File: config.mk
export PLATFORM = sky130hd
export DESIGN_NAME = lb_addr_counter
export DESIGN_NICKNAME = d
export VERILOG_FILES = /design/src/rtl/lbac_pkg.sv /design/src/rtl/lbac_count_core.sv /design/src/rtl/lbac_dir_guard.sv /design/src/rtl/lbac_bank_gate.sv /design/src/rtl/lb_addr_counter.sv
export SDC_FILE = /design/constraint.sdc
export NUM_CORES = 1
export LEC_CHECK = 0
export BUFFER_PORTS_ARGS = -buffer_cell sky130_fd_sc_hd__buf_4
export CAP_MARGIN = 40
export CORE_UTILIZATION = 45
export CTS_BUF_LIST = sky130_fd_sc_hd__clkbuf_8
export DETAILED_ROUTE_END_ITERATION = 6
export GPL_TIMING_DRIVEN = 0
export HOLD_SLACK_MARGIN = 0.03
export PLACE_DENSITY = 0.68
export SETUP_SLACK_MARGIN = 0.15
export SLEW_MARGIN = 20
export SYNTH_ARGS = -nofsm -noshare
export SYNTH_HDL_FRONTEND = slang
export SYNTH_HIERARCHICAL = 1
export SYNTH_SLANG_ARGS = --single-unit
File: constraint.sdc
create_clock -name clk -period 3.37 [get_ports clk]
set_input_delay 0.1685 -clock clk [delete_from_list [all_inputs] [get_ports clk]]
set_output_delay 0.1685 -clock clk [all_outputs]
set_load 0.1 [all_outputs]
File: src/rtl/lbac_pkg.sv
// Shared types for the line-buffer address counter.
// Assumes nothing beyond IEEE 1800-2017 packages.
package lbac_pkg;

    // Direction encoding of the count_down input.
    typedef enum logic {
        DIR_UP   = 1'b0,
        DIR_DOWN = 1'b1
    } lbac_dir_e;

    // Next-address decision taken by the count core each edge.
    typedef enum logic [1:0] {
        ACT_HOLD  = 2'd0,
        ACT_STEP  = 2'd1,
        ACT_LOAD  = 2'd2,
        ACT_CLEAR = 2'd3
    } lbac_act_e;

endpackage

File: src/rtl/lbac_count_core.sv
// Address register with reload, direction-aware clear and wrap-around step.
// Assumes: reload has priority over stepping; the width is at least 1.
// Exposes the next value so the bank gate can register a matching flag.
module lbac_count_core
    import lbac_pkg::*;
#(
    parameter int AW = 16
) (
    input  logic          clk,
    input  logic          rst_n,
    input  logic          step_en,
    input  logic          reload_stb,
    input  logic          reload_mode,
    input  logic          count_down,
    input  logic [AW-1:0] reload_val,
    output logic [AW-1:0] addr_q,
    output logic [AW-1:0] addr_nxt
);

    localparam logic [AW-1:0] ORG_UP   = '0;
    localparam logic [AW-1:0] ORG_DOWN = '1;
    localparam logic [AW-1:0] ONE      = AW'(1);

    lbac_act_e act;

    // Pick this edge's action: reload first, then step, else hold.
    always_comb begin
        if (reload_stb) begin
            act = reload_mode ? ACT_LOAD : ACT_CLEAR;
        end else if (step_en) begin
            act = ACT_STEP;
        end else begin
            act = ACT_HOLD;
        end
    end

    // Form the next address for the chosen action.
    always_comb begin
        unique case (act)
            ACT_LOAD:  addr_nxt = reload_val;
            ACT_CLEAR: addr_nxt = (count_down == DIR_DOWN) ? ORG_DOWN : ORG_UP;
            ACT_STEP:  addr_nxt = (count_down == DIR_DOWN) ? addr_q - ONE
                                                           : addr_q + ONE;
            default:   addr_nxt = addr_q;
        endcase
    end

    // Address register.
    always_ff @(posedge clk) begin
        if (!rst_n) begin
            addr_q <= '0;
        end else begin
            addr_q <= addr_nxt;
        end
    end

    p_load_r1: assert property (@(posedge clk) disable iff (!rst_n)
        reload_stb && reload_mode |=> addr_q == $past(reload_val));

    p_clear_r2: assert property (@(posedge clk) disable iff (!rst_n)
        reload_stb && !reload_mode |=>
            addr_q == ($past(count_down) ? ORG_DOWN : ORG_UP));

    p_step_r3: assert property (@(posedge clk) disable iff (!rst_n)
        !reload_stb && step_en |=>
            addr_q == ($past(count_down) ? $past(addr_q) - ONE
                                         : $past(addr_q) + ONE));

    p_hold_r4: assert property (@(posedge clk) disable iff (!rst_n)
        !reload_stb && !step_en |=> $stable(addr_q));

endmodule

File: src/rtl/lbac_dir_guard.sv
// Tracks the count direction and raises a sticky "reload pending" flag
// when it changes without a reload strobe at the same edge.
// Assumes the direction reference after reset is "up".
module lbac_dir_guard
    import lbac_pkg::*;
(
    input  logic clk,
    input  logic rst_n,
    input  logic count_down,
    input  logic reload_stb,
    output logic need_nxt,
    output logic need_q
);

    logic last_dir_q;

    // Pending flag: cleared by reload, set by a direction change, else held.
    always_comb begin
        if (reload_stb) begin
            need_nxt = 1'b0;
        end else if (count_down != last_dir_q) begin
            need_nxt = 1'b1;
        end else begin
            need_nxt = need_q;
        end
    end

    // Remember the direction and the pending flag.
    always_ff @(posedge clk) begin
        if (!rst_n) begin
            last_dir_q <= DIR_UP;
            need_q     <= 1'b0;
        end else begin
            last_dir_q <= count_down;
            need_q     <= need_nxt;
        end
    end

    p_sticky_r8: assert property (@(posedge clk) disable iff (!rst_n)
        need_q && !reload_stb |=> need_q);

    p_reload_clears_r8: assert property (@(posedge clk) disable iff (!rst_n)
        reload_stb |=> !need_q);

endmodule

File: src/rtl/lbac_bank_gate.sv
// Registered port-active flag: top BW bits of the next address must equal
// bank_id and no reload may be pending. The flag is registered on the same
// edge as the address, so both describe the same cycle.
// Assumes BW <= AW.
module lbac_bank_gate #(
    parameter int AW = 16,
    parameter int BW = 3
) (
    input  logic          clk,
    input  logic          rst_n,
    input  logic [AW-1:0] addr_nxt,
    input  logic [BW-1:0] bank_id,
    input  logic          need_nxt,
    output logic          active_q
);

    localparam int TOP_LSB = AW - BW;

    logic [BW-1:0] bit_eq;

    // Per-bit bank comparison.
    for (genvar g = 0; g < BW; g++) begin : g_cmp
        assign bit_eq[g] = (addr_nxt[TOP_LSB + g] == bank_id[g]);
    end

    // Register the combined flag.
    always_ff @(posedge clk) begin
        if (!rst_n) begin
            active_q <= 1'b0;
        end else begin
            active_q <= (&bit_eq) && !need_nxt;
        end
    end

    p_mismatch_low_r6: assert property (@(posedge clk) disable iff (!rst_n)
        addr_nxt[AW-1:TOP_LSB] != bank_id |=> !active_q);

    p_pending_low_r8: assert property (@(posedge clk) disable iff (!rst_n)
        need_nxt |=> !active_q);

endmodule

File: src/rtl/lb_addr_counter.sv
// One port's address counter for a line buffer: reloadable, up/down,
// wrap-around, with a registered bank-match active flag.
// Assumes a synchronous active-low reset and BW <= AW.
module lb_addr_counter #(
    parameter int AW = 16,
    parameter int BW = 3
) (
    input  logic          clk,
    input  logic          rst_n,
    input  logic          step_en,
    input  logic          reload_stb,
    input  logic          reload_mode,
    input  logic          count_down,
    input  logic [AW-1:0] reload_val,
    input  logic [BW-1:0] bank_id,
    output logic [AW-1:0] addr_q,
    output logic          port_active
);

    localparam int TOP_LSB = AW - BW;

    logic [AW-1:0] addr_nxt;
    logic          need_nxt;
    logic          need_q;

    lbac_count_core #(.AW(AW)) u_core (
        .clk         (clk),
        .rst_n       (rst_n),
        .step_en     (step_en),
        .reload_stb  (reload_stb),
        .reload_mode (reload_mode),
        .count_down  (count_down),
        .reload_val  (reload_val),
        .addr_q      (addr_q),
        .addr_nxt    (addr_nxt)
    );

    lbac_dir_guard u_guard (
        .clk        (clk),
        .rst_n      (rst_n),
        .count_down (count_down),
        .reload_stb (reload_stb),
        .need_nxt   (need_nxt),
        .need_q     (need_q)
    );

    lbac_bank_gate #(.AW(AW), .BW(BW)) u_gate (
        .clk      (clk),
        .rst_n    (rst_n),
        .addr_nxt (addr_nxt),
        .bank_id  (bank_id),
        .need_nxt (need_nxt),
        .active_q (port_active)
    );

    p_mismatch_counts_r7: assert property (@(posedge clk) disable iff (!rst_n)
        (addr_q[AW-1:TOP_LSB] != bank_id) && step_en && !reload_stb
            |=> addr_q != $past(addr_q));

    p_active_clean_r6: assert property (@(posedge clk) disable iff (!rst_n)
        port_active |-> !need_q);

    p_reload_wins_r5: assert property (@(posedge clk) disable iff (!rst_n)
        reload_stb && reload_mode && step_en |=> addr_q == $past(reload_val));

endmodule

# Yosys cells after proc, flatten, opt, wreduce, memory -nomap -nowiden
# Index checks and enable logic that the tools add are counted.
# word_totals
out_inout_bits	17
inputBits	25
ff_bits	19
elab_cells	26
# op_classes
addsub	2
mux	8
n_eq_ne	7
reduce_logical	4
# op_table
operator	n
16-bit one-hot mux with 3 select lines	1
16-bit two-way mux	2
16-bit by 1-bit adder with 16-bit output (second input constant)	1
16-bit by 1-bit subtractor with 16-bit output (second input constant)	1
2-bit == test (second input constant)	2
1-bit two-way mux	4
1-bit == test	3
3-bit AND reduction	1
3-bit nonzero test	1
2-bit by 1-bit == test with 1-bit output (second input constant)	1
2-bit two-way mux	1
1-bit logical AND	1
1-bit zero test	1
1-bit != test	1

# Longest topological paths before layout
# Gate-level depths: netlist (run 1).
# depth
word_depth	7
ltp_mapped	10
mapped_depth_nobuf	9

# Modules after synthesis
# The synthesis (run 1) kept the hierarchy.
# by_module_without_submodules
module	area_per_inst_um2	n_inst	cells_each
lbac_count_core	1692.9	1	226
lbac_dir_guard	76.3	1	8
lbac_bank_gate	65.1	1	6

# Worst setup path after synthesis (run 1)
# No wires, ideal clock.
# synth_path
path_type	register to register
start	register u_core.addr_q[0]
end	register u_gate.active_q
setup_slack_ns	0.452
period_less_slack_ns	2.918
arrival_time_ns	2.830
n_path_buf	0
setup_time_ns	0.088
path_stages_with_launch	10
path_cell_list	dfxtp_1 inv_1 fa_1 nand2b_1 a21o_2 a21boi_4 a21oi_1 o311ai_2 xor2_1 nor4_2
# synth_between
elab_chain_cells	6
word_cells_on_any_way	9
# synth_lines
item	line_no	source
from (decl)	lbac_count_core.sv:16	output logic [AW-1:0] addr_q,
from (signal assigned)	lbac_count_core.sv:53	addr_q <= addr_nxt;
16-bit by 1-bit adder with 16-bit output / 16-bit by 1-bit subtractor with 16-bit output (equally long branches)	lbac_count_core.sv:43, lbac_count_core.sv:42	
16-bit two-way mux *	lbac_count_core.sv:42	ACT_STEP: addr_nxt = (count_down == DIR_DOWN) ? addr_q - ONE
16-bit one-hot mux with 3 select lines *	lbac_count_core.sv:39	unique case (act)
net addr_nxt[14]	lb_addr_counter.sv:22	logic [AW-1:0] addr_nxt;
1-bit == test *	lbac_bank_gate.sv:23	assign bit_eq[g] = (addr_nxt[TOP_LSB + g] == bank_id[g]);
3-bit AND reduction *	lbac_bank_gate.sv:31	active_q <= (&bit_eq) && !need_nxt;
1-bit logical AND *	lbac_bank_gate.sv:31	
to (signal assigned)	lbac_bank_gate.sv:31	
to (decl)	lbac_bank_gate.sv:14	output logic active_q
# The timed path passes the listed nets; every way through them passes the cells marked *.
# A chain may end at the register's enable or synchronous reset.

# Worst setup path after layout (run 1)
# Same ends and word-level chain as after synthesis.

==> results of run 1 <==
==> where the power goes <==
part	total [mW]	internal (mW)	switching, mW
sequential	0.263	0.246	0.0177
clock	0.170	0.0825	0.0872
combinational	0.483	0.162	0.321
total	0.916	0.490	0.426
==> critical path, delay by kind of cell, from the launching register on <==
| kind | cells | cell delay (ps) |
|---|---|---|
| XOR/XNOR | 1 | 130 |
| AND/OR/NAND/NOR | 2 | 470 |
| flip-flops | 1 | 430 |
| AO/OA/AOI/OAI | 4 | 810 |
| buffers and inverters | 1 | 90 |
| adder cells (fa/ha/maj) | 1 | 440 |
==> cell usage in the layout (no fill, tap or decap), types with 3 or more instances in the layout <==
cell type and n:
a211oi_1 3, a211oi_2 3, a21o_1 4, a21oi_1 18
a22oi_1 5, a31oi_1 7, and2_1 10, and3_1 4
buf_2 6, buf_4 40, clkbuf_1 5, clkbuf_8 3
dfxtp_1 19, ha_1 14, inv_1 6, nand2_1 34
nand2b_1 6, nand3_1 4, nor2_1 11, nor2b_1 3
nor3_1 3, nor3b_1 3, o21ai_0 10, xnor2_1 4
xor2_1 8
==> stage by stage <==
| step | util (%) | hold WS (ps) |
|---|---|---|
| 2_1_floorplan | - | 297.7 |
| 3_3_place_gp | 57.75 | 439.7 |
| 3_5_place_dp | 57.75 | 446.0 |
| 4_1_cts | 58.99 | 171.0 |
| 5_1_grt | 58.99 | 173.9 |
| 6_report | 58.99 | 171.7 |
==> flip-flops by register name, summed over array words and instances, names as in the netlist <==
signal / flops
u_core/addr_q: 16
u_guard/need_q: 1
u_gate/active_q: 1
u_guard/last_dir_q: 1
==> final cells by class <==
class | count | area share (%)
plain buffers | 13 | 2.606
clock buffers | 3 | 1.870
clock inverters | 1 | 0.2266
inverters | 7 | 1.190
multi-input cells | 195 | 60.57
flip-flops and latches | 19 | 17.22
well taps | 48 | 2.720
repair buffers | 40 | 13.60
==> worst paths after layout <==
| path | end | slack [ps] | depth (start not counted) |
|---|---|---|---|
| hold reg to reg | u_guard/need_q | 480 | 2 |
| setup / recovery | u_gate/active_q | 910 | 9 |
| setup reg to reg | u_gate/active_q | 910 | 9 |
| hold / removal | u_guard/last_dir_q | 170 | 2 |
==> per-layer routing <==
metal	vias up	track usage, %
li1	944	-
met1	864	36.54
met2	70	40.34
met3	6	3.472
met4	0	4.891
met5	-	0
==> qor.yml, run 1 <==
outcome:
  outcome: "finished clean"
clocking:
  htreeDepth: 1
  clk_pin_slew_ps: 80
  clock_path_buffers: 2
  numClockSinks: 19
  cts_root_buf: "clkbuf_8"
  cts_resized: 0
  hold_buffers: 0
  cts_inserted_buffers: 3
  cts_tree: "built"
  insertion_delay_ps: 260
  post_cts_buffers: 0
layout:
  fin_area_um2: 2208
  final_layout_size_suffix_gt1_share_pct: 23.74
  ff_latch_area_um2: 380.4
  fill_cells: 399
  multiInputGateArea_um2: 1338
  syn2layout_area_growth_pct: 22.57
  final_cells: 326
  antennaDiodeCount: 0
  nNetsFinal: 319
critical_path:
  cp_data_required_time_ps: 3550
  crit_chain: "inv_1 -> fa_1 -> nand2b_1 -> a21o_2 -> a21boi_4 -> a21oi_1 -> o311ai_2 -> xor2_1 -> nor4_2"
  slowest_delay_ps: 440
  start_kind: "flop"
  r2r_start: "u_core/addr_q[0]"
  critical_path_class: "flop to flop"
  endpoint_kind: "flop"
  cp.arrival_ps: 2630
  path_max_fanout: 5
  cp-startpoint: "u_core/addr_q[0]"
  slowest_stage: "fa_1"
yosys:
  syn_area_per_cell_um2: 7.700
  netlist_area_um2: 1802
  postSynthCellCount: 234
  ys_warn_count: 6
  synth_nets: 274
die:
  dieArea_um2: 4261
  core_area_um2: 3744
  die_w_um: 65.28
  die_y_um: 65.28
  fp-row-count: 22
  io_pins: 42
  initial_core_util_pct: 48.13
placement:
  hpwl_um: 3662
  io_buffer_count: 40
  dp_cells: 322
  gp_congestion: 0.8921
  pre_cts_slack_ps: 852.0
  dpl_cell_area_um2: 2162
route:
  top_layer: "met4"
  met2WireLength_um: 2250
  drt_wl_total_um: 5047
  wl_met3_um: 337
  drc_errors: 0
  dr.first_iter.drc_count: 113
  vias_per_cell: 5.779
  ant_nets: 0
  route.layer.met1.wl_um: 2408
  drtPass1Iterations: 4
  vias: 1884
  routedWlPerCell_um: 15.48
hold_path:
  worstHoldStart: "rst_n"
  holdCritPathClass: "input port to flop"
timing:
  tightestPinTransition_ps: 489.7
  period_minus_slack_ps: 2456
  tns_ps: 0
  clock_skew_ps: 3.236
  finalHoldViolations: 0
  setup_viol: 0
  max_freq_mhz: 407.1
  drv_slew: 0
  worst_slack_ps: 913.8
  period_share_pct: 72.88
  rsz0062_at_grt: "false"
  relSlewSlack_pct: 67.35
global_routing:
  antenna_found_initial: 0
  grt_usage_pct: 25.45
  grt_pass1_wl_um: 8459
  grt_pass1_vias: 1732
  overflow: 0
  grt_max_degree: 20
pwr:
  ir_drop_uv: 261.9
  p_leak_nw: 1.011
  p_per_area_nw_per_um2: 414.7
  p_total_mw: 0.9158
flow_run:
  maxCapViolCount: 0
Power figures use the tool's default switching activity.
==> run 2, diff against run 1 <==
--- a/config.mk
+++ b/config.mk
@@ -5,6 +5,7 @@
 export SDC_FILE = /design/constraint.sdc
 export NUM_CORES = 1
 export LEC_CHECK = 0
+export ABC_AREA = 1
 export BUFFER_PORTS_ARGS = -buffer_cell sky130_fd_sc_hd__buf_4
 export CAP_MARGIN = 40
 export CORE_UTILIZATION = 45
@@ -12,7 +13,7 @@
 export DETAILED_ROUTE_END_ITERATION = 6
 export GPL_TIMING_DRIVEN = 0
 export HOLD_SLACK_MARGIN = 0.03
-export PLACE_DENSITY = 0.68
+export PLACE_DENSITY = 0.7
 export SETUP_SLACK_MARGIN = 0.15
 export SLEW_MARGIN = 20
 export SYNTH_ARGS = -nofsm -noshare
==> constraint.sdc (replaced) <==
create_clock -name clk -period 2.04 [get_ports clk]
set_input_delay 0.102 -clock clk [delete_from_list [all_inputs] [get_ports clk]]
set_output_delay 0.102 -clock clk [all_outputs]
set_load 0.1 [all_outputs]
==> run 2 against run 1 <==
  * Register-to-register slack worse by 650 ps
  * Fmax is 38% higher
  * Hold slack worse by 89 ps
==> qor.yml, run 2 <==
route:
  drtPass1Iterations: 4
  drc_errors: 0
  routedWlPerCell_um: 11.81
  vias_per_cell: 4.903
  drt_wl_total_um: 5222
  dr.first_iter.drc_count: 92
  ant_nets: 0
  vias: 2167
layout:
  ff_latch_area_um2: 436.7
  antennaDiodeCount: 0
  fill_cells: 406
  final_cells: 442
  final_layout_size_suffix_gt1_share_pct: 33.67
  final_cell_mix: "nand2_1 (107), inv_1 (55), buf_4 (49)"
  final_common_cell: "nand2_1"
  nNetsFinal: 433
  top_register: "u_core/addr_q"
  multiInputGateArea_um2: 1493
  largest_reg_flops: 16
  syn2layout_area_growth_pct: 39.12
  fin_area_um2: 2688
clocking:
  cts_inserted_buffers: 3
  insertion_delay_ps: 270
  clock_path_buffers: 2
  numClockSinks: 19
  cts_tree: "built"
  hold_buffers: 0
  cts_root_buf: "clkbuf_8"
  clk_pin_slew_ps: 80
  htreeDepth: 1
outcome:
  outcome: "finished clean"
timing:
  max_freq_mhz: 562.4
  setup_viol: 0
  worst_slack_ps: 262.0
  relSlewSlack_pct: 60.36
  clock_skew_ps: 4.864
  period_minus_slack_ps: 1778
  tns_ps: 0
  tightestPinTransition_ps: 594.6
  finalHoldViolations: 0
  period_share_pct: 87.16
  rsz0062_at_grt: "true"
  drv_slew: 0
pwr:
  p_leak_nw: 1.427
  ir_drop_uv: 318.1
  p_comb_share_pct: 54.6
  pwr-share-clk_pct: 17.7
  p_per_area_nw_per_um2: 591.1
  intPower_mw: 0.8497
  p_seq_share_pct: 27.6
  power.switching_mw: 0.7389
  switching_share_pct: 46.51
die:
  die_y_um: 67.52
  initial_core_util_pct: 47.61
  io_pins: 42
  dieArea_um2: 4559
  die_w_um: 67.52
  core_area_um2: 4058
  fp-row-count: 23
critical_path:
  path_max_fanout: 4
  crit_chain: "ha_4 -> nand2_1 -> inv_1 -> nand2_1 -> nor3_2 -> nand2_2 -> nand3_1 -> nand3_1 -> nand2_1 -> nand2_1 -> inv_1 -> inv_1 -> nand2_1 -> nand2_1 -> nand2_1 -> nor2_2"
  slowest_stage: "dfxtp_4"
  worstRegToRegCells: 16
  worstSetupPathDepth: 16
  critical_path_class: "flop to flop"
  path_common_cell: "nand2_1"
  cp_data_required_time_ps: 2210
  endpoint_kind: "flop"
  cp_top_family: "simple AND/OR/NAND/NOR gates"
  slowest_delay_ps: 370
  cp.arrival_ps: 1950
  start_kind: "flop"
  cp_num_buf_inv: 3
yosys:
  postSynthCellCount: 339
  syn_area_per_cell_um2: 5.699
  netlist_area_um2: 1932
  ys_warn_count: 6
  synth_nets: 379
global_routing:
  grt_pass1_wl_um: 7928
  grt_usage_pct: 23.59
  antenna_found_initial: 0
  overflow: 0
  grt_max_degree: 21
  grt_pass1_vias: 1741
placement:
  dp_cells: 430
  pre_cts_slack_ps: -3.503
  hpwl_um: 3988
  io_buffer_count: 41
  dpl_cell_area_um2: 2409
  gp_congestion: 0.8857
hold_path:
  whs_path_depth: 3
  holdCritPathClass: "input port to flop"
flow_run:
  maxCapViolCount: 0
run 2: cell types whose count changed in the layout (fill, tap and decap cells not counted), sizes merged, moves of 6 or more:
cell,delta
inv,+58
a211oi,-6
and2,-8
nor2,+18
nand2b,-6
nand3,+20
or2,+10
xor2,-7
nand2,+90
run 2: cell type report:
cell class	instances	share of cell area (%)
Clock buffer	3	1.536
Timing Repair Buffer	49	13.83
Clock inverter	1	0.1862
Tap cell	50	2.328
Inverter	66	9.311
Sequential cell	19	16.25
Multi-Input combinational cell	249	55.54
Buffer	5	1.024
run 2: final timing paths:
kind | start | endpoint | slack, ps
max | u_core/addr_q[9] | u_gate/active_q | 260
min | rst_n | u_guard/last_dir_q | 80
max reg2reg | u_core/addr_q[9] | u_gate/active_q | 260
min reg2reg | u_core/addr_q[1] | u_core/addr_q[1] | 530
run 2: worst min-delay path, delay by kind of cell:
family / cells / cell delay [ps]
and+or+nand+nor: 1 / 60
buffers and inverters: 2 / 170
run 2: stage by stage:
step                total power, mW  hold WS (ps)  util (%)
floorplan                     1.024         195.5         -
global placement              1.199         357.4     59.36
detailed placement            1.207         358.1     59.36
CTS                           1.499         78.05     60.93
global route                  1.693         102.6     66.24
finish                        1.589         82.36     66.24
run 2: power by group through the flow:
| stage | sequential, mW | combinational, mW | clock (mW) |
|---|---|---|---|
| final | 0.439 | 0.868 | 0.281 |
| after global routing | 0.444 | 0.942 | 0.307 |
| after CTS | 0.435 | 0.774 | 0.290 |
| after detailed placement | 0.442 | 0.765 | 0 |
| after global placement | 0.442 | 0.758 | 0 |
| after floorplan | 0.646 | 0.378 | 0 |
run 2: timing repair:
action	CTS	global route
resized for setup	3	33
setup endpoints to repair	1	1
setup buffers	0	8
pin swaps	0	15
run 2: routing by layer:
layer,global-route usage (%),wire (um),vias up
met1,33.91,2540,971
met4,5.585,40,0
met3,3.547,234,5
met2,36.39,2406,47
met5,0,0,-
li1,-,-,1144
